### config.mk
export PLATFORM = sky130hd
export DESIGN_NAME = refclk_gated_divider
export DESIGN_NICKNAME = d
export VERILOG_FILES = /design/src/rtl/refclk_gated_divider.sv
export SDC_FILE = /design/constraint.sdc
export NUM_CORES = 1
export LEC_CHECK = 0
export ABC_CLOCK_PERIOD_IN_PS = 4200
export BUFFER_PORTS_ARGS = -buffer_cell sky130_fd_sc_hd__buf_2
export CAP_MARGIN = 40
export CORE_ASPECT_RATIO = 1.4
export CORE_MARGIN = 4
export CORE_UTILIZATION = 48
export CTS_CLUSTER_SIZE = 24
export DETAILED_ROUTE_END_ITERATION = 10
export PLACE_DENSITY_LB_ADDON = 0.15
export SLEW_MARGIN = 20
export SYNTH_ARGS = -nofsm -noshare
export SYNTH_HDL_FRONTEND = slang
export SYNTH_SLANG_ARGS = --single-unit
### constraint.sdc
create_clock -name clk_i -period 4.2 [get_ports clk_i]
set_input_delay 0.21 -clock clk_i [delete_from_list [all_inputs] [get_ports clk_i]]
set_output_delay 0.21 -clock clk_i [all_outputs]
set_load 0.01 [all_outputs]
### src/rtl/refclk_gated_divider.sv
module refclk_gated_divider #(
  parameter int          CODE_W    = 3,
  parameter int          NUM_CODES = 7,
  parameter int          DATA_W    = 8,
  parameter int          ADDR_W    = 8,
  parameter logic [7:0]  DIV_ADDR  = 8'h43,
  parameter logic [7:0]  EN_ADDR   = 8'h46
) (
  input  logic              clk_i,
  input  logic              rst_ni,
  input  logic [ADDR_W-1:0] reg_addr_i,
  input  logic [DATA_W-1:0] reg_wdata_i,
  input  logic              reg_we_i,
  output logic [DATA_W-1:0] reg_rdata_o,
  output logic              clk_div_o
);
  localparam int CNT_W  = NUM_CODES - 1;
  localparam int EN_BIT = DATA_W - 1;

  logic              en_q, en_s1, en_s2, run_q, ph_q, pend_v;
  logic [CNT_W-1:0]  cnt_q;
  logic [CODE_W-1:0] div_q, pend_q;
  logic [CNT_W:0]    half_w;
  logic              wr_div, wr_en, code_ok, idle, wrap, busy;

  assign wr_div  = reg_we_i && (reg_addr_i == ADDR_W'(DIV_ADDR));
  assign wr_en   = reg_we_i && (reg_addr_i == ADDR_W'(EN_ADDR));
  assign code_ok = reg_wdata_i < DATA_W'(NUM_CODES);
  assign idle    = !en_q && !run_q;
  assign half_w  = (CNT_W+1)'(1) << div_q;
  assign wrap    = ({1'b0, cnt_q} == half_w - (CNT_W+1)'(1));
  assign busy    = (en_q != run_q) || pend_v;
  assign clk_div_o = ph_q;

  always_ff @(posedge clk_i or negedge rst_ni) begin
    if (!rst_ni) begin
      en_q   <= 1'b0;
      div_q  <= '0;
      pend_q <= '0;
      pend_v <= 1'b0;
    end else begin
      if (wr_en) en_q <= reg_wdata_i[EN_BIT];
      if (wr_div && code_ok) begin
        if (idle) begin
          div_q  <= reg_wdata_i[CODE_W-1:0];
          pend_v <= 1'b0;
        end else begin
          pend_q <= reg_wdata_i[CODE_W-1:0];
          pend_v <= 1'b1;
        end
      end else if (pend_v && idle) begin
        div_q  <= pend_q;
        pend_v <= 1'b0;
      end
    end
  end

  always_ff @(posedge clk_i or negedge rst_ni) begin
    if (!rst_ni) begin
      en_s1 <= 1'b0;
      en_s2 <= 1'b0;
    end else begin
      en_s1 <= en_q;
      en_s2 <= en_s1;
    end
  end

  always_ff @(posedge clk_i or negedge rst_ni) begin
    if (!rst_ni) begin
      run_q <= 1'b0;
      ph_q  <= 1'b0;
      cnt_q <= '0;
    end else if (!run_q) begin
      cnt_q <= '0;
      ph_q  <= 1'b0;
      if (en_s2) run_q <= 1'b1;
    end else if (!en_s2 && !ph_q) begin
      run_q <= 1'b0;
      cnt_q <= '0;
    end else if (wrap) begin
      cnt_q <= '0;
      ph_q  <= ~ph_q;
      if (!en_s2) run_q <= 1'b0;
    end else begin
      cnt_q <= cnt_q + CNT_W'(1);
    end
  end

  always_comb begin
    reg_rdata_o = '0;
    if (reg_addr_i == ADDR_W'(DIV_ADDR)) begin
      reg_rdata_o[CODE_W-1:0] = div_q;
    end else if (reg_addr_i == ADDR_W'(EN_ADDR)) begin
      reg_rdata_o[EN_BIT] = en_q;
      reg_rdata_o[0]      = busy;
    end
  end

  AST_IDLE_LOW: assert property (@(posedge clk_i) disable iff (!rst_ni)
    !run_q |-> !clk_div_o);
  AST_OPEN_LOW: assert property (@(posedge clk_i) disable iff (!rst_ni)
    $rose(run_q) |-> !clk_div_o);
  AST_CLOSE_LOW: assert property (@(posedge clk_i) disable iff (!rst_ni)
    $fell(run_q) |-> !clk_div_o);
  AST_START_SYNC: assert property (@(posedge clk_i) disable iff (!rst_ni)
    $rose(run_q) |-> $past(en_q, 3));
  AST_RATIO_FROZEN: assert property (@(posedge clk_i) disable iff (!rst_ni)
    (run_q && $past(run_q)) |-> $stable(div_q));
  AST_BAD_CODE: assert property (@(posedge clk_i) disable iff (!rst_ni)
    (wr_div && !code_ok && !pend_v) |=> $stable(div_q));
  AST_CODE_RANGE: assert property (@(posedge clk_i) disable iff (!rst_ni)
    div_q < CODE_W'(NUM_CODES));
endmodule

==> results of run 1 <==
placed cells by master (no fill, tap or decap):
master         instances
nor4_1                 2
a221oi_2               1
o21bai_1               2
o211ai_1               1
inv_1                  5
or4b_1                 1
nor2_1                 5
and3_1                 1
dlygate4sd3_1          1
clkbuf_4               3
o21ai_0                3
nor3_1                 8
xor2_1                 3
dfrtp_1               18
nand3b_1               3
ha_1                   2
nor4b_1                1
buf_2                 23
and2_1                 4
mux2i_1                4
and2b_4                1
nand2_1                8
and4bb_2               1
mux2_2                 1
mux2_4                 3
o2111a_1               1
nand3_1                4
o2111ai_1              1
o311a_2                1
a22o_1                 3
a21oi_1                2
conb_1                 4
o21ai_1                1
nor3_2                 1
xnor2_1                2
nor2b_1                3
worst max-delay path: cells and delay by family, from the launching register on:
kind,cells,cell delay (ns)
compound gates,3,0.90
flops,1,0.47
mux,1,0.25
simple gates,1,0.19
kinds of logic (layout without fill, tap and decap cells):
| logic type | after synthesis | in the layout |
|---|---|---|
| XOR/XNOR | 5 | 5 |
| AND/OR/NAND/NOR | 43 | 43 |
| buffers and inverters | 12 | 32 |
| AO/OA/AOI/OAI | 16 | 16 |
| adder cells (fa/ha/maj) | 2 | 2 |
| multiplexers | 8 | 8 |
| other | 1 | 4 |
| flip-flops | 18 | 18 |
power groups by stage:
stage | combinational [W] | clock [W] | sequential [W]
6_report | 0.0000231 | 0.0000808 | 0.000177
5_1_grt | 0.0000266 | 0.0000961 | 0.000177
4_1_cts | 0.0000236 | 0.0000856 | 0.000177
3_5_place_dp | 0.0000228 | 0 | 0.000180
3_3_place_gp | 0.0000218 | 0 | 0.000180
2_1_floorplan | 0.0000113 | 0 | 0.000180
state kept, by name (all words and copies together) (netlist names):
name and count:
en_q 1, pend_v 1, en_s2 1, en_s1 1, clk_div_o 1, pend_q 3
run_q 1, div_q 3, cnt_q 6
per-layer routing:
layer	GRT usage	share of wire	wire (µm)
met5	0	0	0
met4	0.108	0.032	65
met3	0.0171	0.046	94
met2	0.258	0.53	1080
met1	0.200	0.39	789
what timing repair did:
action | CTS | global route
hold buffers | 1 | 0
endpoints found under the hold margin | 18 | 0
gates resized for setup | 0 | 0
worst paths after layout:
| check | depth (start not counted) | endpoint | slack (ns) | from |
|---|---|---|---|---|
| max reg2reg | 5 | clk_div_o$_DFFE_PN0P_ | 2.33 | div_q[0]$_DFFE_PN0P_ |
| min reg2reg | 0 | en_s2$_DFF_PN0_ | 0.35 | en_s1$_DFF_PN0_ |
| min | 2 | pend_q[1]$_DFFE_PN0P_ | 0.17 | reg_wdata_i[1] |
| min in group asynchronous | 2 | cnt_q[5]$_DFF_PN0_ | 0.37 | rst_ni |
| max | 5 | clk_div_o$_DFFE_PN0P_ | 2.33 | div_q[0]$_DFFE_PN0P_ |
| max in group asynchronous | 2 | pend_q[2]$_DFFE_PN0P_ | 3.55 | rst_ni |
metrics by stage:
stage	total power [W]	hold WS (ns)
floorplan	0.000191	-0.0856
global placement	0.000202	0.150
detailed placement	0.000203	0.160
CTS	0.000286	0.159
global route	0.000300	0.152
finish	0.000280	0.167
cell type report:
type	instances	area, µm²
Fill cell	196	827
Multi-Input combinational cell	78	551
Sequential cell	18	450
Timing Repair Buffer	24	125
Tap cell	21	26.3
Clock buffer	3	22.5
Inverter	5	18.8
==> PnR_summary.wiki, run 1 <==
{| class="wikitable"
! Metric !! Value
|-
| Leak || roughly 0.56 nW
|-
| Maximum fanout encountered on the critical timing path || 8
|-
| Std-Cell Core Area || ~2000 µm²
|-
| Cell at the slowest stage of the critical path || a221oi_2
|-
| Final-report setup violation count || 0
|-
| Post-synthesis instance total || between 100 and 150
|-
| Post-synth ARST share || 1.00
|-
| Synthesized-area fraction occupied by ao, oa, aoi and oai cells || 0.118
|-
| Class of the worst hold path || in -> reg
|-
| Die span in x || 47.6 µm
|-
| Height of the die || between 60 and 70 µm
|-
| Crit-path max cell delay || about 0.65 ns
|-
| Fraction of power consumed by sequential logic || 0.629
|-
| Remaining global-route overflow || 0
|-
| Most common cell in the synthesized netlist || dfrtp_1
|-
| CP Class || reg -> reg
|-
| Via density per instance || approximately 5.7
|-
| Smallest setup slack after layout || ~2.3 ns
|-
| Area share of fa/ha/maj cells after synthesis || 0.0237
|-
| Post-Synthesis Mean Instance Area || around 10 µm²
|-
| Max-cap violations || 0
|-
| Area Growth Syn to Fin || 13.0%
|-
| RSZ-0062 raised after global routing || false
|-
| First-pass GRT wire length || around 3.7 mm
|-
| Slew HR || 0.541
|-
| Ranking of synthesized cells by instance count || 18 x dfrtp_1, 8 x nand2_1, 8 x nor3_1
|-
| Clock tree from TritonCTS || done
|-
| Total of flip-flops plus latches after synthesis || 18
|-
| Largest cells by area after synthesis || dfrtp_1 43%, mux2_4 4.3%, mux2i_1 3.8%
|-
| Clk_lat worst skew || 0.28 ns
|-
| Vias in the first global route || 928
|-
| Antenna violations before repair || 0
|-
| Comb power frac || 0.082
|-
| CP Data Required Time || 4.41 ns
|-
| Startpoint class of the critical path || flop
|-
| Die Footprint || a little over 3000 µm²
|-
| # Post-CTS Setup Buffers || 0
|-
| Cell area after synthesis || ~1100 µm²
|-
| Post-placement worst setup slack || approximately 2.3 ns
|-
| Main synth FF type || dfrtp_1
|-
| Distinct cells, synth || 35
|-
| Part of the power in the clock network || 0.288
|-
| Area share of and/or/nand/nor cells after synthesis || 0.232
|-
| First DRT Iteration DRCs || 17
|-
| Max-slew violation count || 0
|-
| Gp weighted congestion || ~0.76
|-
| Final critical-path share of the clock period || 0.446
|-
| Internal power contribution || approximately 0.00022 W
|-
| Antenna cells || 0
|-
| Setup total negative slack || 0 ns
|-
| Number of enable flip-flop cells after synthesis || 0
|-
| CP Cell Sequence || nand3b_1, o211ai_1, o2111ai_1, a221oi_2, mux2i_1
|-
| H-tree levels || 1
|-
| Cell area power density || about 230 nW/µm²
|-
| Share of post-route cells with drive strength above 1 || 0.273
|-
| Combinational family with the most area after synthesis || simple AND/OR/NAND/NOR gates
|-
| Nets || 151
|-
| Starting density of the core || 0.523
|-
| Count of TritonRoute iterations in the first routing pass || 4
|-
| Fraction of power spent switching nets || 0.220
|-
| Number of buffers added on ports || 23
|-
| Count of vias placed by the detailed router || 854
|-
| Cell area after placement || 1160 µm²
|-
| Syn. warnings || 0
|-
| Maximum vdd drop || approximately 0.17 mV
|-
| Antenna Violating Nets Remaining || 0
|-
| Number of clock sinks || 18
|-
| Root Buffer || clkbuf_4
|-
| Number of DRC violations after detailed routing || 0
|-
| Critical path arrival || around 2.1 ns
|-
| NetSw || about 0.000062 W
|-
| F_max || 534 MHz
|-
| Clock slew at the register clock pins of the worst setup and hold paths || approximately 0.090 ns
|-
| Cell row count || 19
|-
| Area share of the leading cell type in the synthesized netlist || 0.427
|-
| Pin slew with the least headroom to its limit || between 0.6 and 0.7 ns
|-
| Area of all placed cells without fillers || roughly 1200 µm²
|-
| Detailed placement HPWL || roughly 1.6 mm
|-
| Overall global routing resource usage || 0.164
|-
| Library cell with the largest summed area after synthesis || dfrtp_1
|-
| Final min period || 1.87 ns
|-
| TritonCTS Buffers || 3
|-
| Maximum number of pins on one net before global-route repair || 19
|-
| Final instance count without filler cells || approximately 150
|-
| Wire length per cell after detailed routing || ~14 µm
|-
| Run status || complete, no violations
|-
| Finished Core Util || 0.591
|-
| Worst Setup End Kind || flop
|-
| Worst clock skew on the final layout || approximately 0.0020 ns
|-
| Total routed wirelength || ~2.0 mm
|-
| Final-report hold violation count || 0
|-
| Placed instance count || about 150
|-
| Multiplexer fraction of the synthesized cell area || 0.0912
|-
| Xor and xnor area share after synthesis || 0.0415
|-
| Fraction of the yosys area taken by sequential cells || 0.427
|-
| Io pins || 28
|-
| Largest buffer count on any clock path || 2
|}
Note: power is estimated with default switching activity, not from simulation.
==> inputs of run 2 (changes only) <==
Settings changed: ABC_CLOCK_PERIOD_IN_PS 4200 to 1550, CORE_UTILIZATION 48 to 46.
Clock period 4.2 ns to 1.55 ns, I/O delays scaled along.
==> run 2 against run 1 <==
Effect of this change: the flow now finishes with violations (negative setup slack); die area grew 3.7%; power grew to 3.0 times the previous value; sequential share of layout area shrank 4.2 points; count of clock-buffer cells in the layout grew 1; utilization grew 2.9 points; clock skew grew 0.0021 ns; maximum frequency grew 20%; design area grew 13%; cell count grew 12%; critical path depth grew 1; routed wire length grew 5.9%; worst setup slack lost 2.3 ns; largest power group unchanged.
==> PnR_summary.wiki, run 2 (synthesis gave the netlist of run 1 again) <==
{| class="wikitable"
! Metric !! Value
|-
| Run status || finished, violations left (was complete, no violations)
|-
| Violations in the final reports || negative setup slack
|-
| Overall global routing resource usage || 0.144 (was 0.164)
|-
| Die span in x || 48.5 µm (was 47.6 µm)
|-
| Met2 Resource Use GR || 0.276 (was 0.258)
|-
| Vias in the first global route || 894 (was 928)
|-
| Io pins || 28 (unchanged)
|-
| Maximum number of pins on one net before global-route repair || 19 (unchanged)
|-
| Count of TritonRoute iterations in the first routing pass || 4 (unchanged)
|-
| Worst clock skew on the final layout || 0.00412 ns (was 0.00202 ns)
|-
| Number of buffers added on ports || 23 (unchanged)
|-
| Root Buffer || clkbuf_4 (unchanged)
|-
| Worst r2r path cells || 6 (was 5)
|-
| Most common cell after layout, fill and taps aside || buf_2 (unchanged)
|-
| TritonCTS Buffers || 3 (unchanged)
|-
| First-pass GRT wire length || 3.67 mm (unchanged)
|-
| Total routed wirelength || 2.16 mm (was 2.03 mm)
|-
| Detailed placement HPWL || 1.66 mm (was 1.64 mm)
|-
| Final-report hold violation count || 0 (unchanged)
|-
| Start point of the critical path || div_q[2]$_DFFE_PN0P_ (was div_q[0]$_DFFE_PN0P_)
|-
| Critical path arrival || 1.78 ns (was 2.09 ns)
|-
| Number of clock sinks || 18 (unchanged)
|-
| Clk_lat worst skew || 0.29 ns (was 0.28 ns)
|-
| Final critical-path share of the clock period || 1.01 (was 0.446)
|-
| Clock slew at the register clock pins of the worst setup and hold paths || 0.10 ns (was 0.09 ns)
|-
| Area Growth Syn to Fin || 27.8% (was 13.0%)
|-
| Share of post-route cells with drive strength above 1 || 0.379 (was 0.273)
|-
| Worst Setup End Kind || flop (unchanged)
|-
| Flop-to-flop setup slack || -0.008 ns (was 2.33 ns)
|-
| Largest register FFs || 6 (unchanged)
|-
| Cell area power density || 618 nW/µm² (was 235 nW/µm²)
|-
| Highest-count cells in the layout ignoring fill and taps || 23 x buf_2, 16 x dfrtp_1, 15 x buf_4, 8 x nand2_1, 8 x nor3_1 (was 23 x buf_2, 18 x dfrtp_1, 8 x nand2_1, 8 x nor3_1)
|-
| Nets || 167 (was 151)
|-
| Post-placement worst setup slack || -0.0887 ns (was 2.28 ns)
|-
| Smallest setup slack after layout || -0.00792 ns (was 2.33 ns)
|-
| Final min period || 1.56 ns (was 1.87 ns)
|-
| First DRT Iteration DRCs || 23 (was 17)
|-
| Via density per instance || 5.50 (was 5.73)
|-
| RSZ-0062 raised after global routing || true (was false)
|-
| Maximum vdd drop || 0.399 mV (was 0.173 mV)
|-
| Placed instance count || 156 (was 145)
|-
| CP Data Required Time || 1.77 ns (was 4.41 ns)
|-
| Antenna cells || 0 (unchanged)
|-
| Largest buffer count on any clock path || 2 (unchanged)
|-
| Launch instance of the worst register-to-register path || div_q[2]$_DFFE_PN0P_ (was div_q[0]$_DFFE_PN0P_)
|-
| Filler instances || 201 (was 196)
|-
| Max-cap violations || 0 (unchanged)
|-
| Final-report setup violation count || 1 (was 0)
|-
| Gp weighted congestion || 0.805 (was 0.759)
|-
| Cell row count || 20 (was 19)
|-
| GR met3 Demand/Resource || 0.0138 (was 0.0171)
|-
| Max-slew violation count || 0 (unchanged)
|-
| Endpoint of the worst setup timing path || clk_div_o$_DFFE_PN0P_ (unchanged)
|-
| Leak || 0.655 nW (was 0.563 nW)
|-
| Final instance count without filler cells || 167 (was 149)
|-
| Layer with the highest usage || met2 (unchanged)
|-
| Number of DRC violations after detailed routing || 0 (unchanged)
|-
| Remaining global-route overflow || 0 (unchanged)
|-
| Final Total Pwr || 0.000834 W (was 0.000280 W)
|-
| Antenna violations before repair || 0 (unchanged)
|-
| H-tree levels || 1 (unchanged)
|-
| Startpoint class of the critical path || flop (unchanged)
|-
| Std-Cell Core Area || 2180 µm² (was 2020 µm²)
|-
| Largest registers in the final layout || cnt_q x6, div_q x3, pend_q x3 (unchanged)
|-
| CP Class || reg -> reg (unchanged)
|-
| Height of the die || 64.7 µm (was 63.5 µm)
|-
| Wire length per cell after detailed routing || 12.9 µm (was 13.7 µm)
|-
| Starting density of the core || 0.485 (was 0.523)
|-
| Class of the worst hold path || in -> reg (unchanged)
|-
| Die Footprint || 3140 µm² (was 3020 µm²)
|-
| Count of vias placed by the detailed router || 919 (was 854)
|-
| Routing usage on met1 || 0.157 (was 0.200)
|-
| Clock tree from TritonCTS || done (unchanged)
|-
| Maximum fanout encountered on the critical timing path || 8 (unchanged)
|-
| Biggest register || cnt_q (unchanged)
|-
| F_max || 642 MHz (was 534 MHz)
|-
| Worst R2R End || clk_div_o$_DFFE_PN0P_ (unchanged)
|-
| Antenna Violating Nets Remaining || 0 (unchanged)
|}
run 2: worst max-delay path, stage by stage, from the launching register on:
cell and delay, ns:
dfrtp_2 0.45, buf_4 0.16, nor4b_4 0.20, nor2_1 0.08
a221oi_2 0.22, buf_4 0.19, mux2i_1 0.18
run 2: final cells by class:
class                   count  area (µm²)  area share
well taps                  22        27.5      0.0204
clock buffers               4        36.3      0.0269
multi-input cells          78         566       0.419
flip-flops and latches     18         453       0.335
repair buffers             40         249       0.184
inverters                   5        18.8      0.0139
run 2: through the flow:
stage                     area [µm²]   util  hold slack (ns)  TNS (ns)
after detailed placement        1240  0.568           0.0300    -0.324
after CTS                       1290  0.591           0.0204         0
final                           1350  0.620           0.0250  -0.00792
after global routing            1350  0.620           0.0249    -0.122
after floorplan                 1070      -           -0.218   -0.0774
after global placement          1240  0.568           0.0169    -0.259
run 2: repair_timing:
item,4_1_cts,5_1_grt
setup endpoints to repair,1,9
setup buffers,0,6
hold buffers,1,0
hold endpoints to repair,18,0
pin swaps,0,1
gates resized for setup,2,6
run 2: power breakdown:
part	total [W]	switching (W)	internal, W	leakage (nW)
Sequential	0.000477	0.00000320	0.000474	0.248
Clock	0.000283	0.000140	0.000143	0.0210
Combinational	0.0000731	0.0000375	0.0000356	0.386
Total	0.000834	0.000181	0.000653	0.655
run 2: per-layer routing:
layer  vias to the layer above  part of all wire  wire length, µm
met5                         -                 0                0
met4                         0             0.013               29
met3                         4             0.048              103
met2                        26              0.54             1170
met1                       441              0.39              851
li1                        448                 -                -
run 2: worst min path at each step:
stage / from / end / slack [ns] / cells past startpoint
2_1_floorplan: rst_ni / clk_div_o$_DFFE_PN0P_ / -0.22 / 0
3_3_place_gp: rst_ni / en_s1$_DFF_PN0_ / 0.02 / 1
3_5_place_dp: rst_ni / en_s1$_DFF_PN0_ / 0.03 / 1
4_1_cts: reg_wdata_i[2] / pend_q[2]$_DFFE_PN0P_ / 0.02 / 2
5_1_grt: reg_wdata_i[1] / pend_q[1]$_DFFE_PN0P_ / 0.02 / 2
6_report: reg_wdata_i[2] / pend_q[2]$_DFFE_PN0P_ / 0.03 / 2
==> inputs of run 3 (changes only) <==
Settings changed: ABC_CLOCK_PERIOD_IN_PS 1550 to 1350, PLACE_DENSITY set to 0.81, PLACE_DENSITY_LB_ADDON 0.15 to not set, SETUP_SLACK_MARGIN set to 0.15.
Clock period 1.55 ns to 1.35 ns, I/O delays scaled along.
==> run 3 against run 2 <==
Effect of this change: worst hold slack is essentially flat; largest power group unchanged; critical path depth is the same; first-iteration DRC count grew 13%; routed wire length grew 23%; highest routed layer unchanged; utilization grew 5.7 points; the flow still finishes with violations (negative setup slack).
==> PnR_summary.wiki, run 3 (synthesis gave the netlist of run 1 again) <==
{| class="wikitable"
! Metric !! Value
|-
| Hold Path Depth || 2 (unchanged)
|-
| Violations in the final reports || negative setup slack (unchanged)
|-
| Highest-count cells in the layout ignoring fill and taps || 19 x buf_2, 16 x dfrtp_1, 14 x buf_4, 9 x buf_6 (was 23 x buf_2, 16 x dfrtp_1, 15 x buf_4, 8 x nand2_1, 8 x nor3_1)
|-
| Count of vias placed by the detailed router || 971 (was 919)
|-
| Routing usage on met1 || 0.166 (was 0.157)
|-
| RSZ-0062 raised after global routing || true (unchanged)
|-
| Filler instances || 142 (was 201)
|-
| Fraction of power spent switching nets || 0.227 (was 0.217)
|-
| Nets || 171 (was 167)
|-
| Vias in the first global route || 1021 (was 894)
|-
| Worst hold endpoint || pend_q[0]$_DFFE_PN0P_ (was pend_q[2]$_DFFE_PN0P_)
|-
| Placed instance count || 161 (was 156)
|-
| Leak || 0.700 nW (was 0.655 nW)
|-
| CP Class || reg -> reg (unchanged)
|-
| Via density per instance || 5.68 (was 5.50)
|-
| Antenna violations before repair || 0 (unchanged)
|-
| Antenna Violating Nets Remaining || 0 (unchanged)
|-
| Critical path arrival || 1.78 ns (about the same)
|-
| Final instance count without filler cells || 171 (was 167)
|-
| Met2 Resource Use GR || 0.335 (was 0.276)
|-
| CP Buf/Inv Count || 1 (was 2)
|-
| Comb power frac || 0.113 (was 0.088)
|-
| Worst R2R End || clk_div_o$_DFFE_PN0P_ (unchanged)
|-
| CP Data Required Time || 1.57 ns (was 1.77 ns)
|-
| Number of DRC violations after detailed routing || 0 (unchanged)
|-
| Fraction of power consumed by sequential logic || 0.554 (was 0.573)
|-
| Post-placement worst setup slack || -0.288 ns (was -0.0887 ns)
|-
| Startpoint of the tightest hold check path || reg_wdata_i[0] (was reg_wdata_i[2])
|-
| Number of clock sinks || 18 (unchanged)
|-
| Largest register FFs || 6 (unchanged)
|-
| Clock tree from TritonCTS || done (unchanged)
|-
| Most common cell after layout, fill and taps aside || buf_2 (unchanged)
|-
| Clock slew at the register clock pins of the worst setup and hold paths || 0.10 ns (about the same)
|-
| Internal power contribution || 0.000765 W (was 0.000653 W)
|-
| Crit-path max cell delay || 0.41 ns (was 0.45 ns)
|-
| Run status || finished, violations left (unchanged)
|-
| F_max || 641 MHz (was 642 MHz)
|-
| Total routed wirelength || 2.65 mm (was 2.16 mm)
|-
| Io pins || 28 (unchanged)
|-
| Startpoint class of the critical path || flop (unchanged)
|-
| Smallest setup slack after layout || -0.209 ns (was -0.00792 ns)
|-
| Worst Setup End Kind || flop (unchanged)
|-
| Gp weighted congestion || 0.818 (was 0.805)
|-
| H-tree levels || 1 (unchanged)
|-
| Root Buffer || clkbuf_4 (unchanged)
|-
| Flop-to-flop setup slack || -0.21 ns (was -0.008 ns)
|-
| Footprint of the flip-flops and latches || 453 µm² (unchanged)
|-
| Finished Core Util || 0.678 (was 0.620)
|-
| Count of TritonRoute iterations in the first routing pass || 4 (unchanged)
|-
| Category of cells accounting for the largest share of critical-path delay || compound AO/OA/AOI/OAI gates (was flip-flops)
|-
| Number of buffers added on ports || 23 (unchanged)
|-
| Max-slew violation count || 0 (unchanged)
|-
| Final min period || 1.56 ns (about the same)
|-
| Cell row count || 20 (unchanged)
|-
| Cell area power density || 672 nW/µm² (was 618 nW/µm²)
|-
| Launch instance of the worst register-to-register path || div_q[0]$_DFFE_PN0P_ (was div_q[2]$_DFFE_PN0P_)
|-
| TritonCTS Buffers || 3 (unchanged)
|-
| Die Footprint || 3140 µm² (unchanged)
|-
| Cell at the slowest stage of the critical path || dfrtp_1 (was dfrtp_2)
|-
| Largest buffer count on any clock path || 2 (unchanged)
|-
| Maximum vdd drop || 0.541 mV (was 0.399 mV)
|-
| Class of the worst hold path || in -> reg (unchanged)
|-
| Layer with the highest usage || met2 (unchanged)
|-
| Area used by multi-input combinational logic || 618 µm² (was 566 µm²)
|-
| Final-report hold violation count || 0 (unchanged)
|-
| Area Growth Syn to Fin || 39.7% (was 27.8%)
|-
| Detailed placement HPWL || 1.88 mm (was 1.66 mm)
|-
| Worst clock skew on the final layout || 0.00381 ns (was 0.00412 ns)
|-
| Share of post-route cells with drive strength above 1 || 0.456 (was 0.379)
|-
| First-pass GRT wire length || 4.31 mm (was 3.67 mm)
|-
| Worst r2r path cells || 6 (unchanged)
|-
| Starting density of the core || 0.485 (unchanged)
|-
| First DRT Iteration DRCs || 26 (was 23)
|-
| Largest registers in the final layout || cnt_q x6, div_q x3, pend_q x3 (unchanged)
|-
| Wire length per cell after detailed routing || 15.5 µm (was 12.9 µm)
|-
| Antenna cells || 0 (unchanged)
|-
| Die span in x || 48.5 µm (unchanged)
|-
| NetSw || 0.000225 W (was 0.000181 W)
|-
| Maximum fanout encountered on the critical timing path || 8 (unchanged)
|-
| Height of the die || 64.7 µm (unchanged)
|-
| CP Cell Sequence || nand3b_1, o211ai_1, o2111ai_2, a221oi_2, buf_4, mux2i_1 (was buf_4, nor4b_4, nor2_1, a221oi_2, buf_4, mux2i_1)
|-
| Overall global routing resource usage || 0.175 (was 0.144)
|-
| Part of the power in the clock network || 0.333 (was 0.340)
|-
| Setup total negative slack || -1.23 ns (was -0.00792 ns)
|-
| Std-Cell Core Area || 2180 µm² (unchanged)
|-
| Clk_lat worst skew || 0.29 ns (about the same)
|-
| GR met3 Demand/Resource || 0.0391 (was 0.0138)
|-
| Maximum number of pins on one net before global-route repair || 19 (unchanged)
|-
| Final critical-path share of the clock period || 1.15 (was 1.01)
|-
| Max-cap violations || 0 (unchanged)
|-
| Final-report setup violation count || 9 (was 1)
|-
| Biggest register || cnt_q (unchanged)
|-
| Remaining global-route overflow || 0 (unchanged)
|}
## run 3: changes by cell type in the layout (fill, tap and decap cells not counted), moves of 2 or more
cell | before | now
buf_2 | 23 | 19
buf_6 | 1 | 9
inv_1 | 5 | 3
inv_2 | 0 | 2
and2_1 | 4 | 1
and2_4 | 0 | 3
## run 3: worst max path at each step
stage / from / to / slack, ns / cells past startpoint
after detailed placement: reg_wdata_i[6] / pend_q[2]$_DFFE_PN0P_ / -0.29 / 6
after global routing: div_q[0]$_DFFE_PN0P_ / clk_div_o$_DFFE_PN0P_ / -0.34 / 6
final: div_q[0]$_DFFE_PN0P_ / clk_div_o$_DFFE_PN0P_ / -0.21 / 6
after global placement: reg_wdata_i[6] / pend_q[1]$_DFFE_PN0P_ / -0.26 / 6
after floorplan: div_q[0]$_DFFE_PN0P_ / clk_div_o$_DFFE_PN0P_ / -0.22 / 5
after CTS: cnt_q[5]$_DFF_PN0_ / clk_div_o$_DFFE_PN0P_ / -0.22 / 5
## run 3: final cells by class
class                           instances  share of cell area
Timing Repair Buffer                   44               0.218
Multi-Input combinational cell         78               0.419
Tap cell                               22              0.0187
Sequential cell                        18               0.307
Clock buffer                            4              0.0246
Inverter                                5              0.0127
## run 3: layer usage
metal | up-vias | wire length (µm) | share of wire
met5 | - | 0 | 0
li1 | 453 | - | -
met4 | 0 | 117 | 0.044
met1 | 458 | 953 | 0.36
met2 | 46 | 1430 | 0.54
met3 | 14 | 149 | 0.056
## run 3: timing repair
action                                 CTS  global route
setup endpoints to repair               17            18
endpoints found under the hold margin   19             0
hold buffers                             2             0
buffers inserted                         3             1
resized for setup                       21             6
pin swaps                                6             1
## run 3: power groups by stage
| stage | Sequential [W] | Clock (W) | Combinational [W] |
|---|---|---|---|
| after floorplan | 0.000559 | 0 | 0.0000370 |
| after detailed placement | 0.000559 | 0 | 0.0000845 |
| after global placement | 0.000559 | 0 | 0.0000821 |
| final | 0.000549 | 0.000330 | 0.000112 |
| after CTS | 0.000549 | 0.000342 | 0.000105 |
| after global routing | 0.000551 | 0.000359 | 0.000124 |
## run 3: stage by stage
stage / hold slack, ns / power (W) / area, µm²
global route: 0.0118 / 0.00103 / 1480
CTS: 0.0156 / 0.000996 / 1450
finish: 0.0251 / 0.000991 / 1480
detailed placement: 0.0187 / 0.000643 / 1290
global placement: 0.00475 / 0.000641 / 1290
floorplan: -0.228 / 0.000596 / 1080
